==> config.mk <==
export PLATFORM = sky130hd
export DESIGN_NAME = itmr_top
export DESIGN_NICKNAME = d
export VERILOG_FILES = /design/src/rtl/itmr_pkg.sv /design/src/rtl/itmr_regfile.sv /design/src/rtl/itmr_counter.sv /design/src/rtl/itmr_top.sv
export SDC_FILE = /design/constraint.sdc
export NUM_CORES = 2
export LEC_CHECK = 0
export ABC_AREA = 1
export BUFFER_PORTS_ARGS = -buffer_cell sky130_fd_sc_hd__clkbuf_2
export CORE_MARGIN = 8
export CORE_UTILIZATION = 47
export CTS_BUF_LIST = sky130_fd_sc_hd__clkbuf_4
export DETAILED_ROUTE_END_ITERATION = 12
export PLACE_DENSITY = 0.7
export SYNTH_ARGS = -nofsm -noshare
export SYNTH_HDL_FRONTEND = slang
export SYNTH_SLANG_ARGS = --single-unit
==> constraint.sdc <==
create_clock -name clk -period 3.92 [get_ports clk]
set_clock_uncertainty 0.2 [all_clocks]
set_input_delay 0.392 -clock clk [delete_from_list [all_inputs] [get_ports clk]]
set_output_delay 0.392 -clock clk [all_outputs]
set_load 0.02 [all_outputs]
==> src/rtl/itmr_pkg.sv <==
package itmr_pkg;
  localparam int unsigned REG_WORDS  = 17;
  localparam int unsigned CTRL_IDX   = 2;
  localparam int unsigned STAGE_IDX  = 15;
  localparam int unsigned LIVE_IDX   = 16;
  localparam int unsigned BIT_RUN    = 20;
  localparam int unsigned BIT_COMMIT = 21;
  localparam int unsigned BIT_REPEAT = 22;
endpackage

==> src/rtl/itmr_regfile.sv <==
module itmr_regfile
  import itmr_pkg::*;
#(
  parameter int unsigned DATA_W = 32,
  parameter int unsigned IDX_W  = 5
) (
  input  logic                clk,
  input  logic                rst,
  input  logic                we,
  input  logic [IDX_W-1:0]    idx,
  input  logic [DATA_W-1:0]   wdata,
  input  logic [DATA_W/8-1:0] wstrb,
  output logic [DATA_W-1:0]   rword,
  output logic [DATA_W-1:0]   stage_word,
  output logic                repeat_bit,
  output logic                cmd_commit,
  output logic                cmd_run
);
  localparam int unsigned NBYTES = DATA_W / 8;

  logic [DATA_W-1:0] mem [REG_WORDS];
  logic [DATA_W-1:0] cur, merged;
  logic              in_range, wr_ok;

  assign in_range = (idx < IDX_W'(REG_WORDS));
  assign wr_ok    = we && in_range && (idx != IDX_W'(LIVE_IDX));
  assign cur      = in_range ? mem[idx] : '0;

  for (genvar b = 0; b < NBYTES; b++) begin : g_byte
    assign merged[b*8 +: 8] = wstrb[b] ? wdata[b*8 +: 8] : cur[b*8 +: 8];
  end

  always_ff @(posedge clk) begin
    if (rst) begin
      for (int i = 0; i < REG_WORDS; i++) mem[i] <= '0;
    end else if (wr_ok) begin
      mem[idx] <= merged;
    end
  end

  assign rword      = cur;
  assign stage_word = mem[STAGE_IDX];
  assign repeat_bit = mem[CTRL_IDX][BIT_REPEAT];
  assign cmd_commit = merged[BIT_COMMIT];
  assign cmd_run    = merged[BIT_RUN];

  // a full-strobe control write is visible on the next cycle
  p_ctrl_store_r2: assert property (@(posedge clk) disable iff (rst)
    (we && idx == IDX_W'(CTRL_IDX) && &wstrb) |=> repeat_bit == $past(wdata[BIT_REPEAT]));
endmodule

==> src/rtl/itmr_counter.sv <==
module itmr_counter #(
  parameter int unsigned CNT_W = 32
) (
  input  logic             clk,
  input  logic             rst,
  input  logic             tick,
  input  logic             hold,
  input  logic             commit,
  input  logic             start,
  input  logic             repeat_en,
  input  logic [CNT_W-1:0] stage_val,
  output logic [CNT_W-1:0] count,
  output logic             irq
);
  logic [CNT_W-1:0] reload_q, count_q;
  logic             run_q, irq_q, step, expire;

  assign step   = tick && run_q && !hold;
  assign expire = step && (count_q <= CNT_W'(1));

  always_ff @(posedge clk) begin
    if (rst) begin
      reload_q <= '0;
      count_q  <= '0;
      run_q    <= 1'b0;
      irq_q    <= 1'b0;
    end else begin
      irq_q <= expire;
      if (commit) reload_q <= stage_val;
      if (start) begin
        count_q <= reload_q;
        run_q   <= 1'b1;
      end else if (expire) begin
        if (repeat_en) begin
          count_q <= reload_q;
        end else begin
          count_q <= '0;
          run_q   <= 1'b0;
        end
      end else if (step) begin
        count_q <= count_q - CNT_W'(1);
      end
    end
  end

  assign count = count_q;
  assign irq   = irq_q;

  p_commit_keeps_r3: assert property (@(posedge clk) disable iff (rst)
    (commit && !start) |=> (count_q == $past(count_q)) && (run_q == $past(run_q)));
  p_start_load_r4: assert property (@(posedge clk) disable iff (rst)
    start |=> run_q && (count_q == $past(reload_q)));
  p_step_down_r5: assert property (@(posedge clk) disable iff (rst)
    (step && count_q > CNT_W'(1)) |=> count_q == $past(count_q) - CNT_W'(1));
  p_irq_cause_r6: assert property (@(posedge clk) disable iff (rst)
    irq_q |-> $past(tick) && $past(run_q));
  p_oneshot_stop_r7: assert property (@(posedge clk) disable iff (rst)
    (expire && !repeat_en) |=> !run_q && count_q == '0);
  p_write_wins_r8: assert property (@(posedge clk) disable iff (rst)
    (hold && tick) |=> !irq_q);
endmodule

==> src/rtl/itmr_top.sv <==
module itmr_top
  import itmr_pkg::*;
#(
  parameter int unsigned DATA_W = 32,
  parameter int unsigned ADDR_W = 7,
  parameter int unsigned CNT_W  = 32
) (
  input  logic                clk,
  input  logic                rst,
  input  logic                wr_en,
  input  logic                rd_en,
  input  logic [ADDR_W-1:0]   addr,
  input  logic [DATA_W-1:0]   wdata,
  input  logic [DATA_W/8-1:0] wstrb,
  output logic [DATA_W-1:0]   rdata,
  input  logic                tick_en,
  output logic                irq
);
  localparam int unsigned IDX_W = ADDR_W - 2;

  logic [IDX_W-1:0]  idx;
  logic              addr_unused;
  logic [DATA_W-1:0] rword, stage_word, rdata_q;
  logic [CNT_W-1:0]  count;
  logic              repeat_bit, cmd_commit, cmd_run, ctl_wr, commit, start;

  assign idx         = addr[ADDR_W-1:2];
  assign addr_unused = ^addr[1:0];
  assign ctl_wr      = wr_en && (idx == IDX_W'(CTRL_IDX));
  assign commit      = ctl_wr && cmd_commit;
  assign start       = ctl_wr && !cmd_commit && cmd_run;

  itmr_regfile #(.DATA_W(DATA_W), .IDX_W(IDX_W)) u_regs (
    .clk(clk), .rst(rst), .we(wr_en), .idx(idx), .wdata(wdata), .wstrb(wstrb),
    .rword(rword), .stage_word(stage_word), .repeat_bit(repeat_bit),
    .cmd_commit(cmd_commit), .cmd_run(cmd_run)
  );

  itmr_counter #(.CNT_W(CNT_W)) u_cnt (
    .clk(clk), .rst(rst), .tick(tick_en), .hold(ctl_wr), .commit(commit),
    .start(start), .repeat_en(repeat_bit), .stage_val(stage_word[CNT_W-1:0]),
    .count(count), .irq(irq)
  );

  always_ff @(posedge clk) begin
    if (rst) begin
      rdata_q <= '0;
    end else if (rd_en) begin
      rdata_q <= (idx == IDX_W'(LIVE_IDX)) ? DATA_W'(count) : rword;
    end
  end

  assign rdata = rdata_q;

  p_rdata_hold_r10: assert property (@(posedge clk) disable iff (rst)
    !rd_en |=> $stable(rdata_q));
  p_reset_quiet_r1: assert property (@(posedge clk)
    $past(rst) |-> !irq && rdata_q == '0);
endmodule

Word level (Yosys, flattened, before mapping)
Memory sizes are Yosys's and may differ from the RTL's. A register that Yosys moved wholly into a read port is not among the register bits.
Index checks and enable logic that the tools add are counted.
{"block": "classes", "n_reduce_logical": 15, "add_sub_neg": 1, "eq_ne": 4, "mux": 21, "order_cmp": 2}
{"operator": "2-to-1 mux 32 bit", "count": 7}
{"operator": "<= comparator 32 x 1 -> 1 bit (second input constant)", "count": 1}
{"operator": "2-to-1 mux 8 bit", "count": 4}
{"operator": "OR reduction 32 bit", "count": 1}
{"operator": "subtractor 32 x 1 -> 32 bit (second input constant)", "count": 1}
{"operator": "logical AND 1 bit", "count": 9}
{"operator": "2-to-1 mux 1 bit", "count": 9}
{"operator": "== test 5 x 2 -> 1 bit (second input constant)", "count": 1}
{"operator": "== test 5 bit (second input constant)", "count": 1}
{"operator": "< comparator 5 bit (second input constant)", "count": 1}
{"operator": "2-to-1 mux 5 bit", "count": 1}
{"operator": "!= test 5 bit (second input constant)", "count": 1}
{"operator": "nonzero test 3 bit", "count": 1}
{"operator": "logical NOT 1 bit", "count": 2}
{"operator": "!= test 2 x 1 -> 1 bit (second input constant)", "count": 1}
{"operator": "AND reduction 2 bit", "count": 1}
{"operator": "nonzero test 2 bit", "count": 1}
{"block": "word_totals", "inputBits": 48, "ramBits": 544, "wordCells": 48, "mem_count": 1, "regBits": 66, "out_inout_bits": 33}
{"memory": "u_regs.mem", "words": 17, "word_bits": 32, "rd": 3, "rd_ports_with_merged_regs": 1, "write_ports": 17, "line_no": "itmr_regfile.sv:21", "text": "logic [DATA_W-1:0] mem [REG_WORDS];"}

Longest topological paths before layout
{"block": "depth", "depth_word": 8, "depth_mapped": 17, "depth_no_buf": 15}

Cells and area by module
From an unflattened synthesis, not the netlist that was laid out.
{"block": "hier_totals", "cells_unflattened": 5727, "hier_area_um2": 52287.6}
{"mod": "itmr_regfile", "seq_area_each_um2": 30749.5, "cells_each": 4830, "area_each_um2": 46692.3, "n_inst": 1}
{"mod": "itmr_counter", "seq_area_each_um2": 1321.3, "cells_each": 608, "area_each_um2": 3791.1, "n_inst": 1}
{"mod": "itmr_top", "seq_area_each_um2": 640.6, "cells_each": 289, "area_each_um2": 1804.2, "n_inst": 1}

Worst setup path before layout
OpenSTA, ideal clock, no wires.
{"block": "synth_path", "path_type": "input port to flip-flop", "from": "in addr[2]", "to": "mem u_regs.mem[8][0], enable pin", "path_buffers": 4, "stages": 9, "required_time_ps": 3331, "arrival_ps": 2574, "slack_ps": 757, "setup_ps": 389, "cell_sequence": "buf_4 -> buf_6 -> o41ai_2 -> buf_4 -> nand4_2 -> nor3_2 -> nand2_1 -> clkbuf_1 -> nand2_1"}
{"item": "from (decl)", "line_no": "itmr_top.sv:12", "text": "input logic [ADDR_W-1:0] addr,"}
{"item": "to (decl)", "line_no": "itmr_regfile.sv:21"}

==> impl_results.md <==
- GRT Resource Usage Total: 0.250
- Layout cell share with drive strength beyond 1: 0.142
- GR Util met1: 0.308
- Leak: 0.0216 uW
- Via density: 5.69
- Root buffer cell: clkbuf_4
- CP arrival: 4320 ps
- EDFF count, synth: 1,012
- Synth area leaders: edfxtp_1 (63%), nand2_1 (7.6%), a21oi_1 (7.3%), nand3_1 (4.8%), dfxtp_1 (4.1%)
- Netlist cell types: 38
- Hold Crit Class: in2reg
- Die Y: 336 um
- Mapped cell area: 0.0481 mm^2
- Most frequent cells after synthesis: edfxtp_1 (1,012), nand2_1 (976), a21oi_1 (697)
- H-tree depth: 5
- Global routing's busiest layer: met2
- Max Cap Violations: 0
- Delay-heaviest family, CP: buffers and inverters
- Final TNS setup: 0 ps
- Fin crit period: 3560 ps
- Gate Count Post-Synth: 4,351
- Pin count of the biggest net entering global routing: 121
- I/O Buffers: 78
- Starting DRT DRC Count: 4,696
- Initial core utilization: 0.473
- Worst-skew pair later-pin latency: 1210 ps
- # DRC: 0
- Asr flop ratio synth: 0
- Overflow after GRT: 0
- Status: finished clean
- Total CTS buffers: 297
- IO Pins: 81
- Pwr/cell area: 454 mW/mm^2
- Reg clk slew, reported paths: 70 ps
- Nets@finish: 5,146
- Synth Register Bits: 1,110
- Worst slack, placed: 519 ps
- Die width: 336 um
- Synth top area share: 0.632
- DIE AREA: 0.113 mm^2
- Yosys warnings: 0
- Slew margin rel.: 0.322
- Min setup slack post-route: 358 ps
- Critical Path, Cell by Cell: dlygate4sd3_1 > buf_8 > nor2_4 > buf_12 > nand2_1 > nand4_2 > dlygate4sd3_1 > nor2_1 > nand2_1 > buf_4 > a21oi_1 > dlygate4sd3_1
- Sequential share of the synthesized area: 0.673
- Routed wire per std cell: 21.8 um
- Setup crit end kind: flop
- Pins Over Slew Limit: 0
- Detailed-router iteration count before antenna repair: 8
- Routed vias: 37,800
- Slowest stage cell, crit path: dlygate4sd3_1
- Clk buf depth: 4
- Setup CP Type: in2reg
- Rows: 117
- Number of clock sinks: 1,110
- Worst Path Required: 4680 ps
- Fin. Hold Viols: 0
- Count of final setup violators: 0
- Fmax: 281 MHz
- First-pass GRT wire length: 215 mm
- Worst-path maximum fanout: 63
- Worst Max-Slew Pin Slew: 1010 ps
- Largest area contributor in the netlist: edfxtp_1
- Gpl congestion: 0.897
- Non-filler instance count after layout: 6,635
- Post-route ant nets: 0
- Number of global-route vias before repair: 36,900
- Main synth FF type: edfxtp_1
- Buffers and inverters on the worst path: 6
- Slowest stage delay, CP: 710 ps
- GRT met2 Usage: 0.400
- Tcrit/Tclk final: 0.909
- Critical path launch point type: input pin
- CTS tree: done
- Final Util: 0.552
- Mapped Avg Cell Area: 11.1 um^2
- Core area: 0.102 mm^2
- CP most frequent cell: dlygate4sd3_1
- RSZ-0062 raised after global routing: no
- Cells after DPL: 6,115
- Initial antenna violation count: 10
- Placed wire-length estimate: 84.8 mm
- Routed WL: 145 mm
- VDD IR max: 0.000317 V
- Count leader, synth: edfxtp_1
- Met3 GRT Util: 0.0781
- P&R area growth vs syn: 16.6%
final timing paths:
path	startpoint	slack [ps]	cells past startpoint	to
setup / recovery	addr[2]	360	12	u_regs.mem[3][22]$_SDFFCE_PN0P_
hold / removal	addr[5]	110	9	rdata[2]$_SDFFE_PP0P_
setup reg to reg	u_cnt.count[2]$_SDFFE_PP0P_	1110	10	u_cnt.count[27]$_SDFFE_PP0P_
hold reg to reg	rdata[22]$_SDFFE_PP0P_	260	2	rdata[22]$_SDFFE_PP0P_
tightest hold or removal path, stage by stage:
cell      delay, ps
clkbuf_2        250
inv_4            80
nand2_1         100
nor2_1           80
buf_4           230
nand3_1         100
nand2_1          60
nand2_1          50
a21oi_1          50
placed cells by master, fill, tap and decap left out, types with 21 or more instances in the layout:
master and n:
edfxtp_1 1012, nand2_1 961, a21oi_1 697, conb_1 500, nand3_1 462, clkbuf_4 410, a22oi_1 210, nor2_1 182
buf_4 145, o21ai_0 119, dfxtp_1 98, clkbuf_2 74, dlygate4sd3_1 50, clkinv_1 39, inv_1 37, nand3_2 30
a22o_1 27, buf_12 26, a221oi_1 25, a31oi_1 23, a211oi_1 21
report_power, final:
group	total [uW]	internal [uW]	switching [uW]	leakage [uW]
combinational	2110	535	1570	0.00842
sequential	13800	13600	177	0.0111
clock	9570	5090	4490	0.00205
logic make-up (layout without fill, tap and decap cells):
| logic type | count (synthesis) | after routing | synth area share |
|---|---|---|---|
| AOI/OAI and AO/OA | 1130 | 1130 | 0.135 |
| and+or+nand+nor | 1687 | 1687 | 0.150 |
| other | 1 | 508 | 0.0000780 |
| adders and majority gates | 2 | 2 | 0.000520 |
| xor gates and xnor gates | 19 | 19 | 0.00346 |
| DFF | 1110 | 1110 | 0.673 |
| buffers and inverters | 402 | 811 | 0.0384 |
through the flow:
step | instance area (um^2) | total power, uW | hold WS, ps
final | 56100 | 25500 | 113
after floorplan | 50000 | 15200 | 254
after CTS | 56000 | 25600 | 3.01
after global placement | 52100 | 16000 | 252
after detailed placement | 52100 | 16100 | 256
after global routing | 56000 | 26400 | 105
area by class of cell:
| class | instances | area, um^2 |
|---|---|---|
| Multi-Input combinational cell | 3338 | 15900 |
| Clock buffer | 410 | 3080 |
| Fill cell | 8838 | 45500 |
| Inverter | 51 | 201 |
| Tap cell | 1368 | 1710 |
| Clock inverter | 52 | 333 |
| Antenna cell | 8 | 20.0 |
| Timing Repair Buffer | 298 | 2510 |
| Sequential cell | 1110 | 32400 |
flip-flops by register name, summed over array words and instances (netlist names):
| name | flops |
|---|---|
| u_cnt.reload_q | 32 |
| rdata | 32 |
| u_cnt.run_q | 1 |
| u_cnt.irq | 1 |
| u_regs.mem | 1012 |
| u_cnt.count | 32 |
metal layers:
| layer | routed length [um] | vias to the layer above | share of wire |
|---|---|---|---|
| met5 | 46 | - | 0.00032 |
| met2 | 66900 | 2327 | 0.46 |
| met3 | 18800 | 419 | 0.13 |
| met4 | 6490 | 6 | 0.045 |
| li1 | - | 17000 | - |
| met1 | 52300 | 18000 | 0.36 |
repair_timing:
| item | 4_1_cts | 5_1_grt |
|---|---|---|
| hold buffers | 50 | 0 |
| buffers inserted | 0 | 0 |
| hold endpoints to repair | 773 | 0 |
| resized for setup | 0 | 0 |
Power figures use the tool's default switching activity.
